**src/rtl/pms_pkg.sv**
```systemverilog
package pms_pkg;
  typedef enum logic [2:0] {
    PM_ACTIVE   = 3'd0,
    PM_SLEEP    = 3'd1,
    PM_SUBSLEEP = 3'd2,
    PM_WAKING   = 3'd3,
    PM_RST_HOLD = 3'd4,
    PM_RST_WAIT = 3'd5
  } pm_state_t;
endpackage

```
**src/rtl/pms_wake_qual.sv**
```systemverilog
module pms_wake_qual #(
  parameter int NSRC = 4
) (
  input  logic            gmask_i,
  input  logic [NSRC-1:0] irq_req_i,
  input  logic [NSRC-1:0] irq_en_i,
  input  logic            dt_en_i,
  input  logic            dt_irq_en_i,
  output logic            wake_o,
  output logic            dt_ok_o
);
  logic [NSRC-1:0] live;

  // per-source qualification, one gate per source
  for (genvar g = 0; g < NSRC; g++) begin : g_src
    assign live[g] = irq_req_i[g] & irq_en_i[g];
  end

  assign wake_o  = !gmask_i && (|live);
  assign dt_ok_o = dt_en_i && dt_irq_en_i && !gmask_i;
endmodule

```
**src/rtl/pms_stab_timer.sv**
```systemverilog
module pms_stab_timer #(
  parameter int CNT_W = 11
) (
  input  logic             clk,
  input  logic             rst,
  input  logic             ld_i,
  input  logic [CNT_W-1:0] ld_val_i,
  input  logic             run_i,
  output logic             zero_o
);
  logic [CNT_W-1:0] cnt;

  always_ff @(posedge clk) begin
    if (rst) begin
      cnt <= '0;
    end else if (ld_i) begin
      cnt <= ld_val_i;
    end else if (run_i && cnt != '0) begin
      cnt <= cnt - 1'b1;
    end
  end

  assign zero_o = (cnt == '0);

  AST_TMR_NO_WRAP: assert property (@(posedge clk) disable iff (rst)
    (!ld_i && cnt == '0) |=> (cnt == '0));
endmodule

```
**src/rtl/pwr_mode_seq.sv**
```systemverilog
module pwr_mode_seq
  import pms_pkg::*;
#(
  parameter int NSRC      = 4,
  parameter int DIV_W     = 3,
  parameter int STS_W     = 3,
  parameter int STAB_BASE = 4,
  parameter int RST_CYC   = 32
) (
  input  logic             clk,
  input  logic             rst,
  input  logic             sleep_exec_i,
  input  logic             standby_sel_i,
  input  logic             dt_en_i,
  input  logic             dt_irq_en_i,
  input  logic [DIV_W-1:0] div_sel_i,
  input  logic [STS_W-1:0] stab_sel_i,
  input  logic             gmask_i,
  input  logic [NSRC-1:0]  irq_req_i,
  input  logic [NSRC-1:0]  irq_en_i,
  input  logic             pin_rst_n_i,
  output logic [2:0]       mode_o,
  output logic             osc_en_o,
  output logic             cpu_clk_en_o,
  output logic             periph_clk_en_o,
  output logic [DIV_W-1:0] div_cur_o,
  output logic             int_rst_o,
  output logic             irq_exc_start_o,
  output logic             rst_exc_start_o
);
  localparam int STAB_BITS = STAB_BASE + (1 << STS_W) - 1;
  localparam int RST_BITS  = (RST_CYC > 1) ? $clog2(RST_CYC) : 1;
  localparam int CNT_W     = (STAB_BITS > RST_BITS) ? STAB_BITS : RST_BITS;
  localparam logic [CNT_W-1:0] RST_LOAD = CNT_W'(RST_CYC - 1);

  pm_state_t        st, nxt;
  logic [DIV_W-1:0] div_q, div_n;
  logic             wake, dt_ok, tmr_zero;
  logic             tmr_ld, tmr_run, irq_p, rst_p;
  logic [CNT_W-1:0] tmr_val, stab_load;

  pms_wake_qual #(.NSRC(NSRC)) u_qual (
    .gmask_i     (gmask_i),
    .irq_req_i   (irq_req_i),
    .irq_en_i    (irq_en_i),
    .dt_en_i     (dt_en_i),
    .dt_irq_en_i (dt_irq_en_i),
    .wake_o      (wake),
    .dt_ok_o     (dt_ok)
  );

  pms_stab_timer #(.CNT_W(CNT_W)) u_tmr (
    .clk      (clk),
    .rst      (rst),
    .ld_i     (tmr_ld),
    .ld_val_i (tmr_val),
    .run_i    (tmr_run),
    .zero_o   (tmr_zero)
  );

  // 2^(k+STAB_BASE) cycles, loaded as terminal count minus one
  assign stab_load = (CNT_W'(1) << (32'(stab_sel_i) + STAB_BASE)) - CNT_W'(1);

  always_comb begin
    nxt     = st;
    div_n   = div_q;
    irq_p   = 1'b0;
    rst_p   = 1'b0;
    tmr_ld  = 1'b0;
    tmr_run = 1'b0;
    tmr_val = '0;
    if (!pin_rst_n_i) begin
      nxt   = PM_RST_HOLD;
      div_n = '0;
    end else begin
      unique case (st)
        PM_ACTIVE: if (sleep_exec_i) begin
          div_n = div_sel_i;
          if (dt_ok) irq_p = 1'b1;
          else       nxt   = standby_sel_i ? PM_SUBSLEEP : PM_SLEEP;
        end
        PM_SLEEP: if (wake) begin
          nxt   = PM_ACTIVE;
          irq_p = 1'b1;
        end
        PM_SUBSLEEP: if (wake) begin
          nxt     = PM_WAKING;
          tmr_ld  = 1'b1;
          tmr_val = stab_load;
        end
        PM_WAKING: begin
          tmr_run = 1'b1;
          if (tmr_zero) begin
            nxt   = PM_ACTIVE;
            irq_p = 1'b1;
          end
        end
        PM_RST_HOLD: begin
          nxt     = PM_RST_WAIT;
          tmr_ld  = 1'b1;
          tmr_val = RST_LOAD;
        end
        PM_RST_WAIT: begin
          tmr_run = 1'b1;
          if (tmr_zero) begin
            nxt   = PM_ACTIVE;
            rst_p = 1'b1;
          end
        end
        default: nxt = PM_ACTIVE;
      endcase
    end
  end

  // outputs registered from the next-state decode
  always_ff @(posedge clk) begin
    if (rst) begin
      st              <= PM_ACTIVE;
      div_q           <= '0;
      osc_en_o        <= 1'b1;
      cpu_clk_en_o    <= 1'b1;
      periph_clk_en_o <= 1'b1;
      int_rst_o       <= 1'b0;
      irq_exc_start_o <= 1'b0;
      rst_exc_start_o <= 1'b0;
    end else begin
      st              <= nxt;
      div_q           <= div_n;
      osc_en_o        <= (nxt != PM_SUBSLEEP);
      cpu_clk_en_o    <= (nxt == PM_ACTIVE) || (nxt == PM_RST_HOLD) || (nxt == PM_RST_WAIT);
      periph_clk_en_o <= (nxt != PM_SUBSLEEP) && (nxt != PM_WAKING);
      int_rst_o       <= (nxt == PM_RST_HOLD) || (nxt == PM_RST_WAIT);
      irq_exc_start_o <= irq_p;
      rst_exc_start_o <= rst_p;
    end
  end

  assign mode_o    = st;
  assign div_cur_o = div_q;

  AST_RESET_PRIORITY: assert property (@(posedge clk) disable iff (rst)
    !pin_rst_n_i |=> (mode_o == 3'd4 && int_rst_o && div_cur_o == '0));
  AST_MASK_HOLDS_SUB: assert property (@(posedge clk) disable iff (rst)
    (st == PM_SUBSLEEP && gmask_i && pin_rst_n_i) |=> (st == PM_SUBSLEEP));
  AST_DIV_HELD: assert property (@(posedge clk) disable iff (rst)
    (pin_rst_n_i && !(st == PM_ACTIVE && sleep_exec_i)) |=> $stable(div_cur_o));
  AST_IRQ_LANDS_ACTIVE: assert property (@(posedge clk) disable iff (rst)
    irq_exc_start_o |-> (mode_o == 3'd0 && !int_rst_o));
  AST_RST_START_AFTER_WAIT: assert property (@(posedge clk) disable iff (rst)
    rst_exc_start_o |-> ($past(st) == PM_RST_WAIT));
  AST_SUB_OSC_OFF: assert property (@(posedge clk) disable iff (rst)
    (mode_o == 3'd2) |-> (!osc_en_o && !cpu_clk_en_o));
endmodule

```
**config.mk**
```make
export PLATFORM = sky130hd
export DESIGN_NAME = pwr_mode_seq
export DESIGN_NICKNAME = d
export VERILOG_FILES = /design/src/rtl/pms_pkg.sv /design/src/rtl/pms_wake_qual.sv /design/src/rtl/pms_stab_timer.sv /design/src/rtl/pwr_mode_seq.sv
export SDC_FILE = /design/constraint.sdc
export NUM_CORES = 1
export LEC_CHECK = 0
export BUFFER_PORTS_ARGS = -buffer_cell sky130_fd_sc_hd__buf_2
export CAP_MARGIN = 25
export CORE_AREA = 2 2 58 60
export DETAILED_ROUTE_END_ITERATION = 7
export DIE_AREA = 0 0 60 62
export PLACE_DENSITY = 0.74
export SYNTH_ARGS = -nofsm -noshare
export SYNTH_HDL_FRONTEND = slang
export SYNTH_SLANG_ARGS = --single-unit
```
**constraint.sdc**
```tcl
create_clock -name clk -period 2.72 [get_ports clk]
set_input_delay 0.68 -clock clk [delete_from_list [all_inputs] [get_ports clk]]
set_output_delay 0.68 -clock clk [all_outputs]
set_load 0.03 [all_outputs]
```
==> results.sh, run 1 <==
export IMPL_clockBufferDepth=2
export IMPL_power_mw=0.771
export IMPL_area_growth_synth_to_final_pct=16.8
export IMPL_cts_tree="yes"
export IMPL_yosys_top_cells_area="dfxtp_1, nor2_1, a21oi_1"
export IMPL_setup_tns_final_ps=0
export IMPL_finalWorstPathRequiredPeriod_ps=2280
export IMPL_grt_pass1_vias=1153
export IMPL_synth_net_count=181
export IMPL_hp_class="flip-flop to flip-flop"
export IMPL_hold_viol_final=0
export IMPL_post_synth_cell_area_avg_um2=8.41
export IMPL_crit_type="flip-flop to flip-flop"
export IMPL_die_area_um2=3720
export IMPL_nNetsFinal=213
export IMPL_endpoint_kind="flip-flop"
export IMPL_grt_usage=0.183
export IMPL_grt_max_degree=16
export IMPL_setup_viol=0
export IMPL_ys_seq_area_frac=0.349
export IMPL_synth_top_area_frac=0.349
export IMPL_worstMarginPinSlew_ps=592
export IMPL_netlist_instances=157
export IMPL_fmax_mhz=438
export IMPL_coreArea_um2=3180
export IMPL_initial_core_util=0.415
export IMPL_cts_resized=0
export IMPL_synth_main_ff_cell="dfxtp_1"
export IMPL_clock_skew_ps=2.03
export IMPL_wl_per_cell_um=13.5
export IMPL_cp_start_kind="flip-flop"
export IMPL_powerDensity_nw_per_um2=500
export IMPL_clock_root_buffer="clkbuf_4"
export IMPL_cap_violations=0
export IMPL_fp_row_count=21
export IMPL_diodes=0
export IMPL_period_share=0.839
export IMPL_clkSlewWorstSetupHoldPaths_ps=130
export IMPL_nFillCells=326
export IMPL_path_max_fanout=10
export IMPL_grt_pass1_wl_um=5190
export IMPL_dr_pass1_iters=5
export IMPL_grt_ovfl_total=0
export IMPL_layout_common_cells="buf_2, nor2_1, dfxtp_1"
export IMPL_cts_buffers=3
export IMPL_synthDistinctLibCells=49
export IMPL_antenna_found_initial=0
export IMPL_postCtsHoldBufs=0
export IMPL_post_cts_buffers=0
export IMPL_dp_hpwl_um=2360
export IMPL_portBuffers=33
export IMPL_drtIter0Drc=56
export IMPL_pin_count=34
export IMPL_htreeDepth=1
export IMPL_cp_arrival_ps=2510
export IMPL_outcome="completed"
export IMPL_synth_edf_count=0
export IMPL_cts_sinks=23
export IMPL_ys_ff_latch=23
export IMPL_viasPerCell=5.55
export IMPL_drc=0
export IMPL_cp_required_ps=2950
export IMPL_min_delay_path_depth=2
export IMPL_gp_congestion=0.842
export IMPL_ys_warn_count=0
export IMPL_yosysTopAreaCell="dfxtp_1"
export IMPL_slew_headroom=0.604
export IMPL_netlist_area_um2=1320
export IMPL_layout_commonest_cell="buf_2"
export IMPL_vias=1299
export IMPL_insertion_delay_ps=310
export IMPL_rsz0062_at_grt="no"
export IMPL_die_h_um=62
export IMPL_routed_wl_um=3160
export IMPL_leakage_nw=0.594
export IMPL_synthArstFlopShare=0
export IMPL_antenna_left=0
export IMPL_finalMaxSlewViolations=0
export IMPL_r2r_cells=7
export IMPL_fp_dieW_um=60
export IMPL_ir_drop_v=0.000227
export IMPL_drive_gt1_frac=0.250
==> layout make-up <==
class | count | area [µm²] | share of cell area
Timing Repair Buffer | 34 | 173 | 0.112
Clock inverter | 1 | 5.00 | 0.00325
Inverter | 8 | 30.0 | 0.0195
Sequential cell | 23 | 460 | 0.299
Tap cell | 46 | 57.6 | 0.0373
Multi-Input combinational cell | 119 | 793 | 0.515
Clock buffer | 3 | 22.5 | 0.0146
==> path summary, 6_finish.rpt <==
kind	end	slack (ps)	from
setup / recovery	u_tmr.cnt[1]	440	u_tmr.cnt[0]
hold / removal	div_cur_o[0]	500	div_cur_o[0]
setup reg to reg	u_tmr.cnt[1]	440	u_tmr.cnt[0]
hold reg to reg	div_cur_o[0]	500	div_cur_o[0]
==> sequential cells by signal (all words and copies together) (netlist names) <==
signal	cells
mode_o	3
div_cur_o	3
int_rst_o	1
cpu_clk_en_o	1
rst_exc_start_o	1
periph_clk_en_o	1
osc_en_o	1
irq_exc_start_o	1
u_tmr.cnt	11
==> kinds of logic after synthesis <==
family / count (synthesis) / synth area share
and+or+nand+nor: 63 / 0.259
AOI/OAI and AO/OA: 45 / 0.261
DFF: 23 / 0.349
buffers and inverters: 15 / 0.0502
xor gates and xnor gates: 6 / 0.0398
muxes: 3 / 0.0227
adders and majority gates: 2 / 0.0190
==> synth_stat cells (3+ instances only) <==
cell type	n
clkbuf_1	3
nand3_1	6
o21ai_0	8
a21oi_1	10
nor2_1	23
inv_1	8
xnor2_1	5
a211oi_1	4
nand4_1	5
nand2_1	9
mux2i_1	3
dfxtp_1	23
nor3_1	6
==> metrics by stage <==
| step | setup slack, ps | cell area (µm²) | hold slack, ps | instances | utilization |
|---|---|---|---|---|---|
| after global routing | 166 | 1540 | 541 | 234 | 0.485 |
| after global placement | 459 | 1510 | 470 | 230 | 0.476 |
| final | 438 | 1540 | 504 | 234 | 0.485 |
| after CTS | 432 | 1540 | 511 | 234 | 0.485 |
| after floorplan | 748 | 1320 | 483 | 157 | - |
| after detailed placement | 387 | 1510 | 479 | 230 | 0.476 |
==> layer usage <==
layer	up-vias	wire, µm	global-route usage
li1	644	-	-
met1	601	1500	0.235
met2	48	1450	0.314
met3	6	173	0.0290
met4	0	33	0.0635
met5	-	0	0
==> report_power, final <==
group          switching, mW  internal (mW)  leakage (nW)
sequential            0.0248          0.356         0.188
clock                  0.109         0.0550        0.0177
combinational          0.134         0.0927         0.388
==> critical path: stages, from the launching register on <==
cell and delay, ps:
dfxtp_1 430, inv_1 100, ha_1 200, nor4b_2 190
a311oi_4 490, o31a_1 460, nor2_1 80, a211oi_1 250
No activity file was read; power rests on OpenSTA's default activity.
==> run 2: changes to the inputs <==
==> constraint.sdc (replaced) <==
create_clock -name clk -period 2.1 [get_ports clk]
set_input_delay 0.525 -clock clk [delete_from_list [all_inputs] [get_ports clk]]
set_output_delay 0.525 -clock clk [all_outputs]
set_load 0.03 [all_outputs]
==> run 2 against run 1 <==
  * Combinational power is 44% higher
  * Wire length is 4.8% higher
  * Clock-buffer cell count stayed put
  * Largest cell class unchanged
  * Sequential share of layout area is 1.9 points lower
  * Clock power is 27% higher
  * Setup slack worse by 310 ps
  * Highest routed layer unchanged
  * Via count is 2.7% higher
==> results.sh, run 2 (synthesized netlist as in run 1, its figures left out) <==
export IMPL_antenna_found_initial=0
export IMPL_leakage_nw=0.664
export IMPL_layout_common_cells="buf_2, nor2_1, dfxtp_1"
export IMPL_hold_viol_final=0
export IMPL_grt_pass1_wl_um=5580
export IMPL_initial_core_util=0.415
export IMPL_grt_ovfl_total=0
export IMPL_cp_arrival_ps=2190
export IMPL_finalWorstPathRequiredPeriod_ps=1970
export IMPL_fp_row_count=21
export IMPL_worstMarginPinSlew_ps=554
export IMPL_antenna_left=0
export IMPL_pin_count=34
export IMPL_cts_tree="yes"
export IMPL_min_delay_path_depth=3
export IMPL_rsz0062_at_grt="no"
export IMPL_clock_skew_ps=10.9
export IMPL_r2r_start="u_tmr.cnt[1]"
export IMPL_viasPerCell=5.42
export IMPL_insertion_delay_ps=320
export IMPL_period_share=0.938
export IMPL_grt_usage=0.200
export IMPL_area_growth_synth_to_final_pct=24.7
export IMPL_fp_dieW_um=60
export IMPL_drtIter0Drc=36
export IMPL_finalMaxSlewViolations=0
export IMPL_gp_congestion=0.894
export IMPL_slew_headroom=0.629
export IMPL_min_delay_start="div_sel_i[0]"
export IMPL_wl_per_cell_um=13.4
export IMPL_endpoint_kind="flip-flop"
export IMPL_crit_type="flip-flop to flip-flop"
export IMPL_htreeDepth=1
export IMPL_diodes=0
export IMPL_die_area_um2=3720
export IMPL_cts_buffers=3
export IMPL_multi_input_area_um2=808
export IMPL_cap_violations=0
export IMPL_grt_max_degree=16
export IMPL_r2r_setup_slack_ps=130
export IMPL_powerDensity_nw_per_um2=624
export IMPL_post_cts_buffers=0
export IMPL_ir_drop_v=0.000282
export IMPL_setup_tns_final_ps=0
export IMPL_fmax_mhz=508
export IMPL_cts_resized=0
export IMPL_clockBufferDepth=2
export IMPL_routed_wl_um=3310
export IMPL_postCtsHoldBufs=0
export IMPL_drc=0
export IMPL_setup_viol=0
export IMPL_die_h_um=62
export IMPL_hp_class="input port to flip-flop"
export IMPL_vias=1334
export IMPL_largest_register_ffs=11
export IMPL_coreArea_um2=3180
export IMPL_seq_area_um2=460
export IMPL_cp_required_ps=2320
export IMPL_cp_start_kind="flip-flop"
export IMPL_clock_root_buffer="clkbuf_4"
export IMPL_clkSlewWorstSetupHoldPaths_ps=130
export IMPL_outcome="completed"
export IMPL_layout_commonest_cell="buf_2"
export IMPL_portBuffers=33
export IMPL_whs_ps=447
export IMPL_dp_hpwl_um=2560
export IMPL_power_mw=1.03
export IMPL_whs_endpoint="div_cur_o[0]"
export IMPL_cts_sinks=23
export IMPL_dr_pass1_iters=6
export IMPL_path_max_fanout=9
export IMPL_drive_gt1_frac=0.300
export IMPL_timing_rr_end="u_tmr.cnt[8]"
export IMPL_regMostFlops="u_tmr.cnt"
export IMPL_nFillCells=325
export IMPL_grt_pass1_vias=1247
export IMPL_nNetsFinal=225
export IMPL_r2r_cells=8
## run 2: power by group
part	leakage, nW	internal (mW)	switching [mW]
clock network	0.0177	0.0713	0.138
registers	0.188	0.461	0.0299
logic	0.458	0.144	0.182
total	0.664	0.677	0.350
## run 2: worst max-delay path by stage
stage,start,end,cells past startpoint
after floorplan,mode_o[1],u_tmr.cnt[7],7
after global placement,u_tmr.cnt[1],u_tmr.cnt[8],8
after detailed placement,u_tmr.cnt[1],u_tmr.cnt[8],8
after CTS,u_tmr.cnt[1],u_tmr.cnt[8],8
after global routing,u_tmr.cnt[1],u_tmr.cnt[8],8
final,u_tmr.cnt[1],u_tmr.cnt[8],8
## run 2: cell type report
cell class              instances  share of cell area
multi-input cells             119               0.491
flip-flops and latches         23               0.280
repair buffers                 46               0.160
well taps                      46              0.0350
inverters                       8              0.0182
clock buffers                   3              0.0137
clock inverters                 1             0.00304
## run 2: per-layer routing
metal / global-route usage / vias up / share of wire
li1: - / 666 / -
met3: 0.0248 / 6 / 0.040
met1: 0.243 / 623 / 0.47
met5: 0 / - / 0
met2: 0.371 / 39 / 0.48
met4: 0.0571 / 0 / 0.016
## run 2: metrics by stage
stage               setup WS (ps)  area [µm²]   util  std cells
floorplan                     212        1320      -        157
global placement              100        1600  0.505        242
detailed placement           38.9        1600  0.505        242
CTS                          29.5        1630  0.513        246
global route                 29.7        1650  0.518        246
finish                        131        1650  0.518        246
## run 2: worst max-delay path, cell delays in order (launching register included)
cell       delay, ps
dfxtp_1          330
inv_1             90
ha_1             170
nor4b_4          370
a311oi_4         180
o31a_1           300
buf_4            180
o2111ai_2        160
o31ai_1           90
==> run 3: changes to the inputs <==
--- a/config.mk
+++ b/config.mk
@@ -10,6 +10,7 @@
 export CORE_AREA = 2 2 58 60
 export DETAILED_ROUTE_END_ITERATION = 7
 export DIE_AREA = 0 0 60 62
+export MAX_ROUTING_LAYER = met4
 export PLACE_DENSITY = 0.74
 export SYNTH_ARGS = -nofsm -noshare
 export SYNTH_HDL_FRONTEND = slang
==> constraint.sdc (replaced) <==
create_clock -name clk -period 2.1 [get_ports clk]
set_input_delay 0.525 -clock clk [delete_from_list [all_inputs] [get_ports clk]]
set_output_delay 0.525 -clock clk [all_outputs]
set_load 0.005 [all_outputs]
==> run 3 against run 2 <==
  * Clock-buffer cell count is the same
  * Sequential power is essentially flat
  * First-iteration DRC count shrank 5.6%
  * Global-route usage grew 0.54 points
  * Final area is the same
  * Via count grew 0.30%
  * Total power shrank 1.5%
  * Critical path type unchanged
  * Largest cell class unchanged
==> results.sh, run 3 (synthesized netlist as in run 1, its figures left out) <==
export IMPL_outcome="completed"
export IMPL_die_area_um2=3720
export IMPL_wl_per_cell_um=13.5
export IMPL_viasPerCell=5.44
export IMPL_path_max_fanout=9
export IMPL_drtIter0Drc=34
export IMPL_post_cts_buffers=0
export IMPL_seqPwrFrac=0.486
export IMPL_seq_area_um2=460
export IMPL_htreeDepth=1
export IMPL_setup_viol=0
export IMPL_cp_start_kind="flip-flop"
export IMPL_grt_ovfl_total=0
export IMPL_cp_required_ps=2320
export IMPL_rsz0062_at_grt="no"
export IMPL_multi_input_area_um2=808
export IMPL_layout_commonest_cell="buf_2"
export IMPL_die_h_um=62
export IMPL_drc=0
export IMPL_grt_pass1_wl_um=5550
export IMPL_grt_usage=0.206
export IMPL_hold_viol_final=0
export IMPL_slew_headroom=0.637
export IMPL_cap_violations=0
export IMPL_drive_gt1_frac=0.300
export IMPL_diodes=0
export IMPL_grt_pass1_vias=1249
export IMPL_endpoint_kind="flip-flop"
export IMPL_dr_pass1_iters=4
export IMPL_vias=1338
export IMPL_antenna_found_initial=0
export IMPL_ir_drop_v=0.000284
export IMPL_finalMaxSlewViolations=0
export IMPL_clock_skew_ps=6.54
export IMPL_coreArea_um2=3180
export IMPL_dp_hpwl_um=2560
export IMPL_crit_type="flip-flop to flip-flop"
export IMPL_cts_tree="yes"
export IMPL_gp_congestion=0.909
export IMPL_p_clk_frac=0.210
export IMPL_grt_max_degree=16
export IMPL_worstMarginPinSlew_ps=543
export IMPL_period_share=0.933
export IMPL_regMostFlops="u_tmr.cnt"
export IMPL_cts_sinks=23
export IMPL_fmax_mhz=510
export IMPL_insertion_delay_ps=320
export IMPL_routed_wl_um=3320
export IMPL_initial_core_util=0.415
export IMPL_setup_tns_final_ps=0
export IMPL_swShare=0.331
export IMPL_area_growth_synth_to_final_pct=24.7
export IMPL_nFillCells=325
export IMPL_layout_common_cells="buf_2, nor2_1, dfxtp_1"
export IMPL_p_int_mw=0.676
export IMPL_nNetsFinal=225
export IMPL_pwr_share_comb=0.304
export IMPL_portBuffers=33
export IMPL_cp_arrival_ps=2180
export IMPL_finalWorstPathRequiredPeriod_ps=1960
export IMPL_largest_register_ffs=11
export IMPL_leakage_nw=0.664
export IMPL_switchingPower_mw=0.335
export IMPL_antenna_left=0
export IMPL_clock_root_buffer="clkbuf_4"
export IMPL_fp_row_count=21
export IMPL_hp_class="input port to flip-flop"
export IMPL_clkSlewWorstSetupHoldPaths_ps=140
export IMPL_pin_count=34
export IMPL_whs_ps=441
export IMPL_powerDensity_nw_per_um2=614
export IMPL_cts_buffers=3
export IMPL_fp_dieW_um=60
export IMPL_clockBufferDepth=2
-- run 3: cell counts in the layout (fill, tap and decap cells not counted) --
No cell type changed its count.
-- run 3: path summary, 6_finish.rpt --
path / startpoint / cells past startpoint / slack [ps] / end
worst max-delay path: u_tmr.cnt[1] / 8 / 140 / u_tmr.cnt[8]
worst min-delay path: div_sel_i[0] / 3 / 440 / div_cur_o[0]
worst max register to register: u_tmr.cnt[1] / 8 / 140 / u_tmr.cnt[8]
worst min register to register: div_cur_o[0] / 2 / 500 / div_cur_o[0]
-- run 3: critical path, stage by stage (launching register included) --
cell and delay [ps]:
dfxtp_1 330, inv_1 80, ha_1 170, nor4b_4 370, a311oi_4 180, o31a_1 300, buf_4 180, o2111ai_2 160
o31ai_1 90
-- run 3: per-layer routing --
metal  part of all wire  track usage  vias to the layer above
met5                  0            -                        -
met4              0.012       0.0571                        0
met3              0.052       0.0248                        4
met2               0.48        0.371                       49
met1               0.46        0.241                      617
li1                   -            -                      668
-- run 3: cell type report --
| type | instances | area share |
|---|---|---|
| Clock buffer | 3 | 0.0137 |
| Inverter | 8 | 0.0182 |
| Clock inverter | 1 | 0.00304 |
| Tap cell | 46 | 0.0350 |
| Multi-Input combinational cell | 119 | 0.491 |
| Sequential cell | 23 | 0.280 |
| Timing Repair Buffer | 46 | 0.160 |
-- run 3: what timing repair did --
item                       CTS  global route
hold buffers                 0             0
resized for setup            0             2
setup endpoints to repair    0            10
-- run 3: through the flow --
step                 util  std cells  setup WS, ps  power (mW)  cell area (µm²)
floorplan               -        157           215       0.700             1320
global placement    0.505        242           100       0.794             1600
detailed placement  0.505        242          38.9       0.798             1600
CTS                 0.513        246          29.5        1.01             1630
global route        0.518        246          29.7        1.07             1650
finish              0.518        246           141        1.01             1650
-- run 3: power groups by stage --
stage                     logic, mW  registers [mW]  clock network (mW)
after floorplan               0.207           0.492                   0
after global placement        0.296           0.498                   0
after detailed placement      0.299           0.499                   0
after CTS                     0.301           0.489               0.216
after global routing          0.343           0.496               0.234
final                         0.308           0.491               0.213
